--- src/rtl/burst_seq_pkg.sv ---
package burst_seq_pkg;
  typedef enum logic [2:0] {
    CMD_NOP,
    CMD_RD,
    CMD_WR,
    CMD_PRE,
    CMD_STOP
  } cmd_e;
endpackage

--- src/rtl/burst_cmd_dec.sv ---
module burst_cmd_dec
  import burst_seq_pkg::*;
(
  input  logic cs_n,
  input  logic ras_n,
  input  logic cas_n,
  input  logic we_n,
  output cmd_e cmd
);
  always_comb begin
    cmd = CMD_NOP;
    if (!cs_n) begin
      unique case ({ras_n, cas_n, we_n})
        3'b101:  cmd = CMD_RD;
        3'b100:  cmd = CMD_WR;
        3'b010:  cmd = CMD_PRE;
        3'b110:  cmd = CMD_STOP;
        default: cmd = CMD_NOP;
      endcase
    end
  end
endmodule

--- src/rtl/burst_col_gen.sv ---
module burst_col_gen #(
  parameter int COL_W = 8
) (
  input  logic [COL_W-1:0] base,
  input  logic [COL_W-1:0] beat,
  input  logic [2:0]       bl_sel,
  input  logic             ilv,
  output logic [COL_W-1:0] col
);
  logic [COL_W-1:0] mask;
  logic [COL_W-1:0] low;
  logic             full;

  always_comb begin
    full = bl_sel[2];
    mask = full ? '1 : ((COL_W'(1) << bl_sel[1:0]) - COL_W'(1));
    low  = (ilv && !full) ? (base ^ beat) : (base + beat);
    col  = (base & ~mask) | (low & mask);
  end
endmodule

--- src/rtl/burst_lat_pipe.sv ---
module burst_lat_pipe #(
  parameter int MAX_CL = 3,
  localparam int CLW = $clog2(MAX_CL + 1)
) (
  input  logic           clk,
  input  logic           rst_n,
  input  logic           din,
  input  logic [CLW-1:0] cl,
  output logic           dout
);
  logic [MAX_CL-1:0] stg;

  always_ff @(posedge clk or negedge rst_n) begin
    if (!rst_n) stg <= '0;
    else        stg <= {stg[MAX_CL-2:0], din};
  end

  always_comb begin
    if (int'(cl) == 0)           dout = stg[0];
    else if (int'(cl) > MAX_CL)  dout = stg[MAX_CL-1];
    else                         dout = stg[int'(cl) - 1];
  end
endmodule

--- src/rtl/burst_seq.sv ---
module burst_seq
  import burst_seq_pkg::*;
#(
  parameter int COL_W  = 8,
  parameter int MAX_CL = 3,
  parameter int TRDL   = 2,
  localparam int CLW = $clog2(MAX_CL + 1),
  localparam int RCW = $clog2(TRDL + 1)
) (
  input  logic             clk,
  input  logic             rst_n,
  input  logic             cs_n,
  input  logic             ras_n,
  input  logic             cas_n,
  input  logic             we_n,
  input  logic             bank,
  input  logic [COL_W-1:0] col_in,
  input  logic [2:0]       bl_sel,
  input  logic             ilv,
  input  logic [CLW-1:0]   cas_lat,
  output logic [COL_W-1:0] col_out,
  output logic             beat_bank,
  output logic             rd_issue,
  output logic             wr_en,
  output logic             rd_oe,
  output logic             wr_rec_ok
);
  cmd_e             cmd;
  logic             act_q, act_wr_q, act_bank_q;
  logic [COL_W-1:0] act_base_q, act_beat_q;
  logic [RCW-1:0]   rec_cnt_q;

  logic             is_new, kill, cont, done, full;
  logic [COL_W-1:0] base_sel, beat_sel, beat_nxt, blen;

  burst_cmd_dec u_dec (
    .cs_n (cs_n),
    .ras_n(ras_n),
    .cas_n(cas_n),
    .we_n (we_n),
    .cmd  (cmd)
  );

  always_comb begin
    full     = bl_sel[2];
    blen     = COL_W'(1) << bl_sel[1:0];
    is_new   = (cmd == CMD_RD) || (cmd == CMD_WR);
    kill     = act_q && (((cmd == CMD_PRE) && (bank == act_bank_q)) ||
                         ((cmd == CMD_STOP) && full));
    cont     = act_q && !kill && !is_new;
    base_sel = is_new ? col_in : act_base_q;
    beat_sel = is_new ? '0 : act_beat_q;
    beat_nxt = beat_sel + COL_W'(1);
    done     = !full && (beat_nxt == blen);
    rd_issue = (cmd == CMD_RD) || (cont && !act_wr_q);
    wr_en    = (cmd == CMD_WR) || (cont && act_wr_q);
    beat_bank = is_new ? bank : act_bank_q;
  end

  burst_col_gen #(.COL_W(COL_W)) u_col (
    .base  (base_sel),
    .beat  (beat_sel),
    .bl_sel(bl_sel),
    .ilv   (ilv),
    .col   (col_out)
  );

  always_ff @(posedge clk or negedge rst_n) begin
    if (!rst_n) begin
      act_q      <= 1'b0;
      act_wr_q   <= 1'b0;
      act_bank_q <= 1'b0;
      act_base_q <= '0;
      act_beat_q <= '0;
    end else if (is_new) begin
      act_q      <= !done;
      act_wr_q   <= (cmd == CMD_WR);
      act_bank_q <= bank;
      act_base_q <= col_in;
      act_beat_q <= beat_nxt;
    end else if (act_q) begin
      if (kill || done) act_q <= 1'b0;
      else              act_beat_q <= beat_nxt;
    end
  end

  always_ff @(posedge clk or negedge rst_n) begin
    if (!rst_n)                         rec_cnt_q <= RCW'(TRDL);
    else if (wr_en)                     rec_cnt_q <= RCW'(1);
    else if (rec_cnt_q < RCW'(TRDL))    rec_cnt_q <= rec_cnt_q + RCW'(1);
  end

  assign wr_rec_ok = !wr_en && (rec_cnt_q >= RCW'(TRDL));

  burst_lat_pipe #(.MAX_CL(MAX_CL)) u_lat (
    .clk  (clk),
    .rst_n(rst_n),
    .din  (rd_issue),
    .cl   (cas_lat),
    .dout (rd_oe)
  );
endmodule

--- config.mk ---
export PLATFORM = sky130hd
export DESIGN_NAME = burst_seq
export DESIGN_NICKNAME = d
export VERILOG_FILES = /design/src/rtl/burst_seq_pkg.sv /design/src/rtl/burst_cmd_dec.sv /design/src/rtl/burst_col_gen.sv /design/src/rtl/burst_lat_pipe.sv /design/src/rtl/burst_seq.sv
export SDC_FILE = /design/constraint.sdc
export NUM_CORES = 1
export LEC_CHECK = 0
export ABC_AREA = 1
export CAP_MARGIN = 15
export CORE_ASPECT_RATIO = 2
export CORE_MARGIN = 1.5
export CORE_UTILIZATION = 50
export DETAILED_ROUTE_END_ITERATION = 8
export PLACE_DENSITY = 0.81
export SLEW_MARGIN = 10
export SYNTH_ARGS = -nofsm -noshare
export SYNTH_HDL_FRONTEND = slang
export SYNTH_SLANG_ARGS = --single-unit
--- constraint.sdc ---
create_clock -name clk -period 3.63 [get_ports clk]
set_input_delay 0.726 -clock clk [delete_from_list [all_inputs] [get_ports clk]]
set_output_delay 0.726 -clock clk [all_outputs]
set_load 0.1 [all_outputs]
# After elaboration in Yosys (flattened, before gate mapping)

Index checks and enable logic that the tools add are counted.

Bits in registers: 24
Bits of input ports: 21
Output and inout port bits: 13
Logic and storage cells: 76

$add $sub $neg: 5
Magnitude comparators: 3
Equality and inequality tests: 11
Shift-type cells: 1
Mux-type cells: 19
Bitwise logic cells: 5
Reduce and logical (&&, ||, !) cells: 25

Operator list:

| operator                                                               | number |
|---|---|
| 8-bit two-way mux                                                      | 7 |
| 32-bit by 4-bit < comparator with 1-bit output (second input constant) | 1 |
| 8-bit AND                                                              | 2 |
| 3-bit equality test (second input constant)                            | 4 |
| 3-bit case mux with 4 select lines                                     | 1 |
| 1-bit logical AND                                                      | 10 |
| 3-bit by 2-bit equality test with 1-bit output (second input constant) | 3 |
| 8-bit by 1-bit adder with 8-bit output (second input constant)         | 1 |
| 8-bit adder                                                            | 1 |
| 8-bit equality test                                                    | 1 |
| 8-bit inverter                                                         | 1 |
| 8-bit OR                                                               | 1 |
| 1-bit by 2-bit << shifter with 8-bit output (first input constant)     | 1 |
| 8-bit by 1-bit subtractor with 8-bit output (second input constant)    | 1 |
| 8-bit bitwise XOR                                                      | 1 |
| 1-bit two-way mux                                                      | 7 |
| 1-bit zero test                                                        | 6 |
| 1-bit logical OR                                                       | 5 |
| 2-bit two-way mux                                                      | 2 |
| 2-bit nonzero test                                                     | 2 |
| 3-bit by 1-bit equality test with 1-bit output (second input constant) | 1 |
| 3-bit two-way mux                                                      | 1 |
| 2-bit by 1-bit subtractor with 3-bit output (second input constant)    | 1 |
| 2-bit by 1-bit adder with 2-bit output (second input constant)         | 1 |
| other kinds (7)                                                        | 7 |

# Logic depth before layout (Yosys ltp)

Gate-level depths: netlist of run 1.

Word-level depth: 14
Mapped depth: 19
Gate-level depth less buffers: 18

# By module

Synthesis of run 1 repeated with hierarchy kept, for this count alone.

Cell total of the unflattened synthesis: 319
Area, all modules: 2159.6 um^2

Modules (own cells, without submodules):

| module         | times used | cells each | area each (um^2) | sequential area each (um^2) |
|---|---|---|---|---|
| burst_seq      | 1          | 194        | 1428.9           | 526.8 |
| burst_col_gen  | 1          | 97         | 541.8            | 0.0 |
| burst_lat_pipe | 1          | 15         | 130.1            | 75.1 |
| burst_cmd_dec  | 1          | 13         | 58.8             | 0.0 |

# Worst setup path after synthesis of run 1

Ideal clock, no wire load.

Path kind: input-to-output
From: input cs_n
To: output col_out[2]
Data arrival time: 3557 ps
Required time: 2904 ps
Setup slack: -653 ps
Stages on the path: 14
Buffers on the path: 3
Cells stage by stage: inv_1 > nand3_4 > buf_6 > buf_6 > buf_2 > nand2_1 > nand2_1 > ha_1 > ha_1 > inv_1 > nand2_1 > nand2_1 > xor2_1 > a21oi_1

Longest elaborated chain between the ends: 8
Elaborated cells between the ends (all ways): 12
Classes of those cells: 1 x add/sub; 2 x eq/ne; 4 x mux; 4 x bitwise; 1 x reduce/logical

RTL lines:

| element                                                                                                                 | RTL line            | source |
|---|---|---|
| start: declaration                                                                                                      | burst_seq.sv:12     | `input logic cs_n,` |
| 3-bit two-way mux (*)                                                                                                   | burst_cmd_dec.sv:12 | `if (!cs_n) begin` |
| 3-bit by 1-bit equality test with 1-bit output / 3-bit by 2-bit equality test with 1-bit output (equally long branches) | burst_seq.sv:47     | `is_new = (cmd == CMD_RD) \|\| (cmd == CMD_WR);` |
| 1-bit logical OR (*)                                                                                                    | burst_seq.sv:47     |  |
| 8-bit two-way mux (*)                                                                                                   | --                  |  |
| net base_sel[0]                                                                                                         | burst_seq.sv:34     | `logic [COL_W-1:0] base_sel, beat_sel, beat_nxt, blen;` |
| 8-bit adder (*)                                                                                                         | burst_col_gen.sv:17 | `low = (ilv && !full) ? (base ^ beat) : (base + beat);` |
| 8-bit two-way mux (*)                                                                                                   | burst_col_gen.sv:17 |  |
| 8-bit AND (*)                                                                                                           | burst_col_gen.sv:18 | `col = (base & ~mask) \| (low & mask);` |
| 8-bit OR (*)                                                                                                            | burst_col_gen.sv:18 |  |
| end: declaration                                                                                                        | burst_seq.sv:21     | `output logic [COL_W-1:0] col_out,` |

Mark *: on every way through the listed nets, which the timed path passes. The rest lies on a longest branch.

# Worst setup path after layout of run 1

From: input cs_n
To: output col_out[5]

Same word-level chain as after synthesis.

==> results of run 1 <==
## cell usage in the layout (no fill, tap or decap)
| cell | netlist | final |
|---|---|---|
| a21oi_1 | 10 | 7 |
| a21oi_2 | 0 | 3 |
| a31oi_1 | 2 | 1 |
| a31oi_2 | 0 | 1 |
| buf_12 | 0 | 14 |
| buf_2 | 2 | 1 |
| buf_4 | 0 | 34 |
| buf_6 | 2 | 1 |
| bufinv_16 | 0 | 1 |
| clkbuf_8 | 0 | 3 |
| clkdlybuf4s50_1 | 0 | 17 |
| dfrtp_1 | 23 | 23 |
| dfstp_2 | 1 | 1 |
| dlygate4sd2_1 | 0 | 2 |
| ha_1 | 10 | 9 |
| ha_4 | 0 | 1 |
| inv_1 | 37 | 36 |
| inv_2 | 2 | 3 |
| mux2_2 | 1 | 1 |
| nand2_1 | 108 | 101 |
| nand2_2 | 3 | 10 |
| nand2_4 | 3 | 3 |
| nand3_1 | 27 | 25 |
| nand3_2 | 5 | 7 |
| nand3_4 | 1 | 3 |
| nand4_1 | 5 | 5 |
| nor2_1 | 17 | 14 |
| nor2_2 | 4 | 6 |
| nor2_4 | 0 | 1 |
| nor3_1 | 2 | 2 |
| o21ai_0 | 5 | 5 |
| o21ai_1 | 1 | 1 |
| o21bai_1 | 1 | 1 |
| or2_2 | 2 | 2 |
| xnor2_1 | 1 | 1 |
| xor2_1 | 4 | 4 |
## timing repair
item	in CTS	in global routing
setup buffers	2	1
endpoints found under the hold margin	0	0
resized for setup	15	9
cloned	2	0
pin swaps	5	4
endpoints found under the setup margin	5	4
## cell families (layout without fill, tap and decap cells)
family                     after synthesis  count (layout)  synth area share [%]
and+or+nand+nor                        177             179                 43.09
adders and majority gates               10              10                 6.711
AOI/OAI and AO/OA                       19              19                 5.369
xor gates and xnor gates                 5               5                 2.349
buffers and inverters                   43             112                 9.597
DFF                                     24              24                 32.28
muxes                                    1               1                0.6040
## state kept, by name (all words and copies together), names as in the netlist
register	flops
act_bank_q	1
act_base_q	8
act_beat_q	8
act_q	1
act_wr_q	1
rec_cnt_q	2
u_lat.stg	3
## cell type report
type	count	area, µm²
Clock buffer	3	41.29
Tap cell	49	61.31
Multi-Input combinational cell	214	1189
Inverter	39	146.4
Timing Repair Buffer	69	739.5
Sequential cell	24	601.8
Clock inverter	1	30.03
Fill cell	236	798.3
## report_power, final
group / internal [mW] / leakage (nW) / switching [mW]
clock: 0.148 / 0.0357 / 0.0960
sequential: 0.344 / 0.300 / 0.0669
combinational: 0.512 / 1.21 / 0.830
## per-layer routing
layer	vias to the layer above	wire length, µm	track usage (%)
li1	1029	-	-
met1	1018	1891	27.44
met2	99	3117	54.42
met3	38	218	3.232
met4	0	373	23.38
met5	-	0	0
## worst max-delay path, cell delays in order
cell and delay, ns:
dlygate4sd2_1 0.26, inv_2 0.09, buf_12 0.12, nand3_4 0.15, nand2_1 0.10, nand2_1 0.08, ha_1 0.35, nand3_2 0.09
nand2_2 0.11, nand4_1 0.15, nand2_1 0.12, nand2_1 0.05, nand2_1 0.06, nand2_1 0.06, nand2_2 0.08, buf_12 0.17
## path summary, 6_finish.rpt
| path | from | endpoint | slack, ns | depth (start not counted) |
|---|---|---|---|---|
| worst max-delay path | cs_n | col_out[5] | 0.14 | 16 |
| worst min-delay path | u_lat.stg[0] | u_lat.stg[1] | 0.39 | 0 |
| worst max register to register | act_beat_q[0] | act_beat_q[1] | 1.41 | 13 |
| worst min register to register | u_lat.stg[0] | u_lat.stg[1] | 0.39 | 0 |
| max in group asynchronous | rst_n | rec_cnt_q[1] | 2.53 | 2 |
| min in group asynchronous | rst_n | act_wr_q | 0.80 | 2 |
## metrics by stage
step           total power, mW    TNS (ns)  utilization [%]
2_1_floorplan            1.234     -0.1195                -
3_3_place_gp             1.689     -0.2865            72.67
3_5_place_dp             1.709     -0.4130            72.67
4_1_cts                  1.978           0            77.11
5_1_grt                  2.104  -0.0004097            77.87
6_report                 1.996           0            77.87
==> flow_metrics.py, run 1 <==
metrics = {
    "outcome": {
        "status": "finished clean",
    },
    "floorplanning": {
        "dieArea_um2": 4126,
        "placement_rows": 31,
        "die_h_um": 89.36,
        "fp.dieW_um": 46.18,
        "initial_utilization_pct": 51.68,
        "pin_count": 34,
        "placeableCoreArea_um2": 3607,
    },
    "yosys": {
        "synthTopCellsByArea": "dfrtp_1, nand2_1, inv_1",
        "ys_ff_latch": 24,
        "synthDistinctLibCells": 26,
        "syn-num-nets": 310,
        "synth_most_common_cell": "nand2_1",
        "dominantRegCellSynth": "dfrtp_1",
        "post_synth.cell_area_avg_um2": 6.682,
        "ys_top_cells_by_count": "nand2_1, inv_1, nand3_1",
        "synth_enable_flop_cells": 0,
        "synthesis.yosys.warnings": 0,
        "synth.top_cell.area_share_pct": 30.87,
        "yosys.area.top_type": "dfrtp_1",
        "syn_area_um2": 1864,
        "sequential_fraction_of_the_synthesis_area_pct": 32.28,
        "synthArstFlopShare_pct": 100.0,
        "syn-instance-count": 279,
    },
    "critical_path": {
        "critPathMaxFanout": 11,
        "worstPathArrival_ns": 2.76,
        "timing.critical_path.to_type": "primary output",
        "critical_path_class": "in2out",
        "cp-start-kind": "input pin",
        "worst-endpoint-required_ns": 2.90,
    },
    "flow_run": {
        "timing.max_cap.violations": 0,
    },
    "power_and_ir_drop": {
        "vdd_drop_max_mv": 0.5560,
        "p_per_cell_area_nw_per_um2": 710.6,
        "power.leakage_nw": 1.541,
    },
    "place": {
        "post-dp-hpwl_um": 3944,
        "place_area_um2": 2621,
        "place_ws_ns": -0.1469,
        "placement.io_buffers": 33,
        "routabilityCongestion": 0.9267,
        "dp_cells": 390,
    },
    "sta": {
        "report.final.hold_viol_count": 0,
        "max_clock_freq_ghz": 0.2867,
        "final.setup_skew_ns": 0.01298,
        "worst_slack_ns": 0.1425,
        "hold_slack_ns": 0.3863,
        "period_share_pct": 96.07,
        "final_max_slew_viol_count": 0,
        "layout_min_cycle_time_ns": 3.487,
        "timing.slew.headroom_pct": 77.48,
        "finalSetupViolations": 0,
        "timing_worst_slew_pin_value_ns": 0.3378,
    },
    "global_routing": {
        "antenna_violations_before_repair": 0,
        "grt_util_all_layers_pct": 29.76,
        "overflow": 0,
        "grt_first_pass_wirelength_um": 8976,
        "number_of_global_route_vias_before_repair": 2215,
        "grt_max_degree": 25,
    },
    "finish": {
        "insertedDiodeCount": 0,
        "final_cell_count_no_fill": 399,
        "finalNetCount": 382,
        "area_growth_from_synthesis_to_final_layout_pct": 50.67,
        "drive_gt1_share_pct": 27.43,
        "final_design_area_no_fill_um2": 2809,
    },
    "clock_tree": {
        "ctsHtreeMaxLevel": 1,
        "path_clk_slew_ns": 0.09,
        "clock_tree.root_cell": "clkbuf_8",
        "clkLatencyLatePin_ns": 0.28,
        "tritoncts": "yes",
        "max-clock-path-buffers": 2,
        "hold_buffers": 0,
        "cts-buffers-inserted": 3,
        "clock_sinks": 24,
    },
    "route": {
        "ant_nets": 0,
        "drt_drc_violations_left": 0,
        "detail_route.wl_per_cell_um": 14.04,
        "drt_wl_total_um": 5601,
        "vias_per_cell": 5.474,
        "first_pass_iters": 4,
        "routed-via-count": 2184,
        "drt_first_iter_violations": 67,
    },
    "min_path": {
        "hold_path_class": "reg2reg",
    },
}
(Power assumes the default switching activity.)
==> run 2: changes to the inputs <==
==> constraint.sdc (replaced) <==
create_clock -name clk -period 4.1 [get_ports clk]
set_input_delay 0.82 -clock clk [delete_from_list [all_inputs] [get_ports clk]]
set_output_delay 0.82 -clock clk [all_outputs]
set_load 0.1 [all_outputs]
==> run 2 against run 1 <==
Against the previous run: critical endpoint is now col_out[7]; critical path type unchanged; critical path depth stayed put; final cell count down 7.3%; register-to-register slack improved by 0.52 ns; global-route usage decreased by 6.3 points; final area shrank 8.8%; setup slack gained 0.014 ns; clock-buffer cell count stayed put; combinational power down 20%.
==> flow_metrics.py, run 2 (synthesis results as in run 1) <==
metrics = {
    "place": {
        "routabilityCongestion": 0.8798,
        "placement.io_buffers": 33,
        "post-dp-hpwl_um": 3684,
    },
    "sta": {
        "timing_worst_slew_pin_value_ns": 0.3194,
        "finalSetupViolations": 0,
        "report.final.hold_viol_count": 0,
        "layout_min_cycle_time_ns": 3.944,
        "timing.slew.headroom_pct": 78.63,
        "period_share_pct": 96.19,
        "final.setup_skew_ns": 0.005878,
        "final_max_slew_viol_count": 0,
        "max_clock_freq_ghz": 0.2536,
        "final.setup.tns_ns": 0,
    },
    "power_and_ir_drop": {
        "vdd_drop_max_mv": 0.7243,
        "power_switching_share_pct": 51.07,
        "comb_power_share_pct": 65.1,
        "clock_power_share_pct": 12.9,
        "power.leakage_nw": 1.412,
        "internal_power_uw": 806.6,
        "netSwitchingPower_uw": 841.9,
        "p_seq_share_pct": 22.0,
        "p_per_cell_area_nw_per_um2": 643.6,
        "overall_power_mw": 1.648,
    },
    "critical_path": {
        "rr_startpoint": "act_beat_q[0]",
        "worstPathBufferInverterCount": 5,
        "timing.critical_path.to_type": "primary output",
        "max_stage_delay_ns": 0.47,
        "critical_path_class": "in2out",
        "crit_chain": "clkdlybuf4s50_1 > inv_2 > nand3_4 > buf_4 > nand2_1 > nand2_1 > ha_1 > inv_1 > nor2_2 > nand3_2 > nand2_1 > nand2_1 > nand3_1 > nand2_1 > nand2_1 > buf_12",
        "cp-start-kind": "input pin",
        "critical-path-top-delay-family": "buffers and inverters",
        "worst-r2r-cell-count": 12,
        "worst-endpoint-required_ns": 3.28,
        "worst-r2r-setup-slack_ns": 1.93,
        "critPathMostFrequentCell": "nand2_1",
        "critical-path-slowest-cell": "clkdlybuf4s50_1",
        "critical_path.reg2reg.endpoint": "act_beat_q[0]",
        "critPathMaxFanout": 10,
        "worstPathArrival_ns": 3.12,
    },
    "clock_tree": {
        "cts-buffers-inserted": 3,
        "tritoncts": "yes",
        "clock_sinks": 24,
        "clkLatencyLatePin_ns": 0.27,
        "max-clock-path-buffers": 2,
        "clock_tree.root_cell": "clkbuf_8",
        "ctsHtreeMaxLevel": 1,
        "path_clk_slew_ns": 0.09,
    },
    "route": {
        "detail_route.wl_per_cell_um": 13.19,
        "ant_nets": 0,
        "vias_per_cell": 5.281,
        "drt_first_iter_violations": 75,
        "first_pass_iters": 5,
        "drt_drc_violations_left": 0,
        "routed-via-count": 1954,
        "drt_wl_total_um": 4880,
    },
    "global_routing": {
        "number_of_global_route_vias_before_repair": 1764,
        "antenna_violations_before_repair": 0,
        "overflow": 0,
        "grt_max_degree": 25,
        "grt_util_all_layers_pct": 23.49,
        "grt_first_pass_wirelength_um": 7189,
    },
    "floorplanning": {
        "dieArea_um2": 4126,
        "initial_utilization_pct": 51.68,
        "fp.dieW_um": 46.18,
        "die_h_um": 89.36,
        "placeableCoreArea_um2": 3607,
        "placement_rows": 31,
        "pin_count": 34,
    },
    "finish": {
        "area_growth_from_synthesis_to_final_layout_pct": 37.38,
        "most_common_cell_after_layout_fill_and_taps_aside": "nand2_1",
        "finalNetCount": 353,
        "insertedDiodeCount": 0,
        "layout_common_cells": "nand2_1, inv_1, nand3_1",
        "reg.largest.list": "act_base_q (8), act_beat_q (8), u_lat.stg (3)",
        "drive_gt1_share_pct": 17.45,
    },
    "min_path": {
        "hold_start": "u_lat.stg[1]",
        "holdPathEnd": "u_lat.stg[2]",
        "hold_path_class": "reg2reg",
        "min_delay_path_depth": 0,
    },
    "flow_run": {
        "timing.max_cap.violations": 0,
    },
    "outcome": {
        "status": "finished clean",
    },
}
-- run 2: how the worst max path moves through the flow --
stage | cells past startpoint | endpoint | startpoint
finish | 16 | col_out[7] | cas_n
global route | 20 | col_out[6] | cs_n
CTS | 19 | col_out[6] | ras_n
detailed placement | 19 | col_out[6] | ras_n
global placement | 14 | col_out[6] | ras_n
floorplan | 7 | wr_rec_ok | cs_n
-- run 2: cell type report --
type,instances,area [µm²]
inverter,39,146.4
multi-input combinational,212,1117
clock inverter,1,30.03
tap,49,61.31
fill,302,1046
clock buffer,3,41.29
timing repair buffer,42,563.0
sequential,24,601.8
-- run 2: per-layer routing --
layer / track usage, % / up-vias / routed length [µm]
met5: 0 / - / 0
met4: 13.25 / 0 / 169
met3: 1.616 / 17 / 155
met2: 43.69 / 65 / 2788
met1: 24.03 / 909 / 1767
li1: - / 963 / -
-- run 2: repair_timing --
action | CTS | global route
endpoints found under the setup margin | 0 | 4
setup buffers | 0 | 1
resized for setup | 0 | 7
hold buffers | 0 | 0
-- run 2: stage by stage --
step	instances	hold slack (ns)	cell area [µm²]	util [%]	setup slack (ns)
global route	370	0.4089	2561	71.00	-0.005399
floorplan	279	0.3535	1877	-	0.1545
global placement	362	0.3640	2404	66.63	0.1998
detailed placement	362	0.3711	2404	66.63	0.1384
CTS	366	0.3917	2475	68.61	0.1260
finish	370	0.3912	2561	71.00	0.1560
-- run 2: power groups by stage --
stage / registers, mW / clock network [mW] / logic, mW
2_1_floorplan: 0.351 / 0 / 0.736
3_3_place_gp: 0.363 / 0 / 1.04
3_5_place_dp: 0.365 / 0 / 1.05
4_1_cts: 0.362 / 0.212 / 1.06
5_1_grt: 0.370 / 0.222 / 1.14
6_report: 0.363 / 0.213 / 1.07
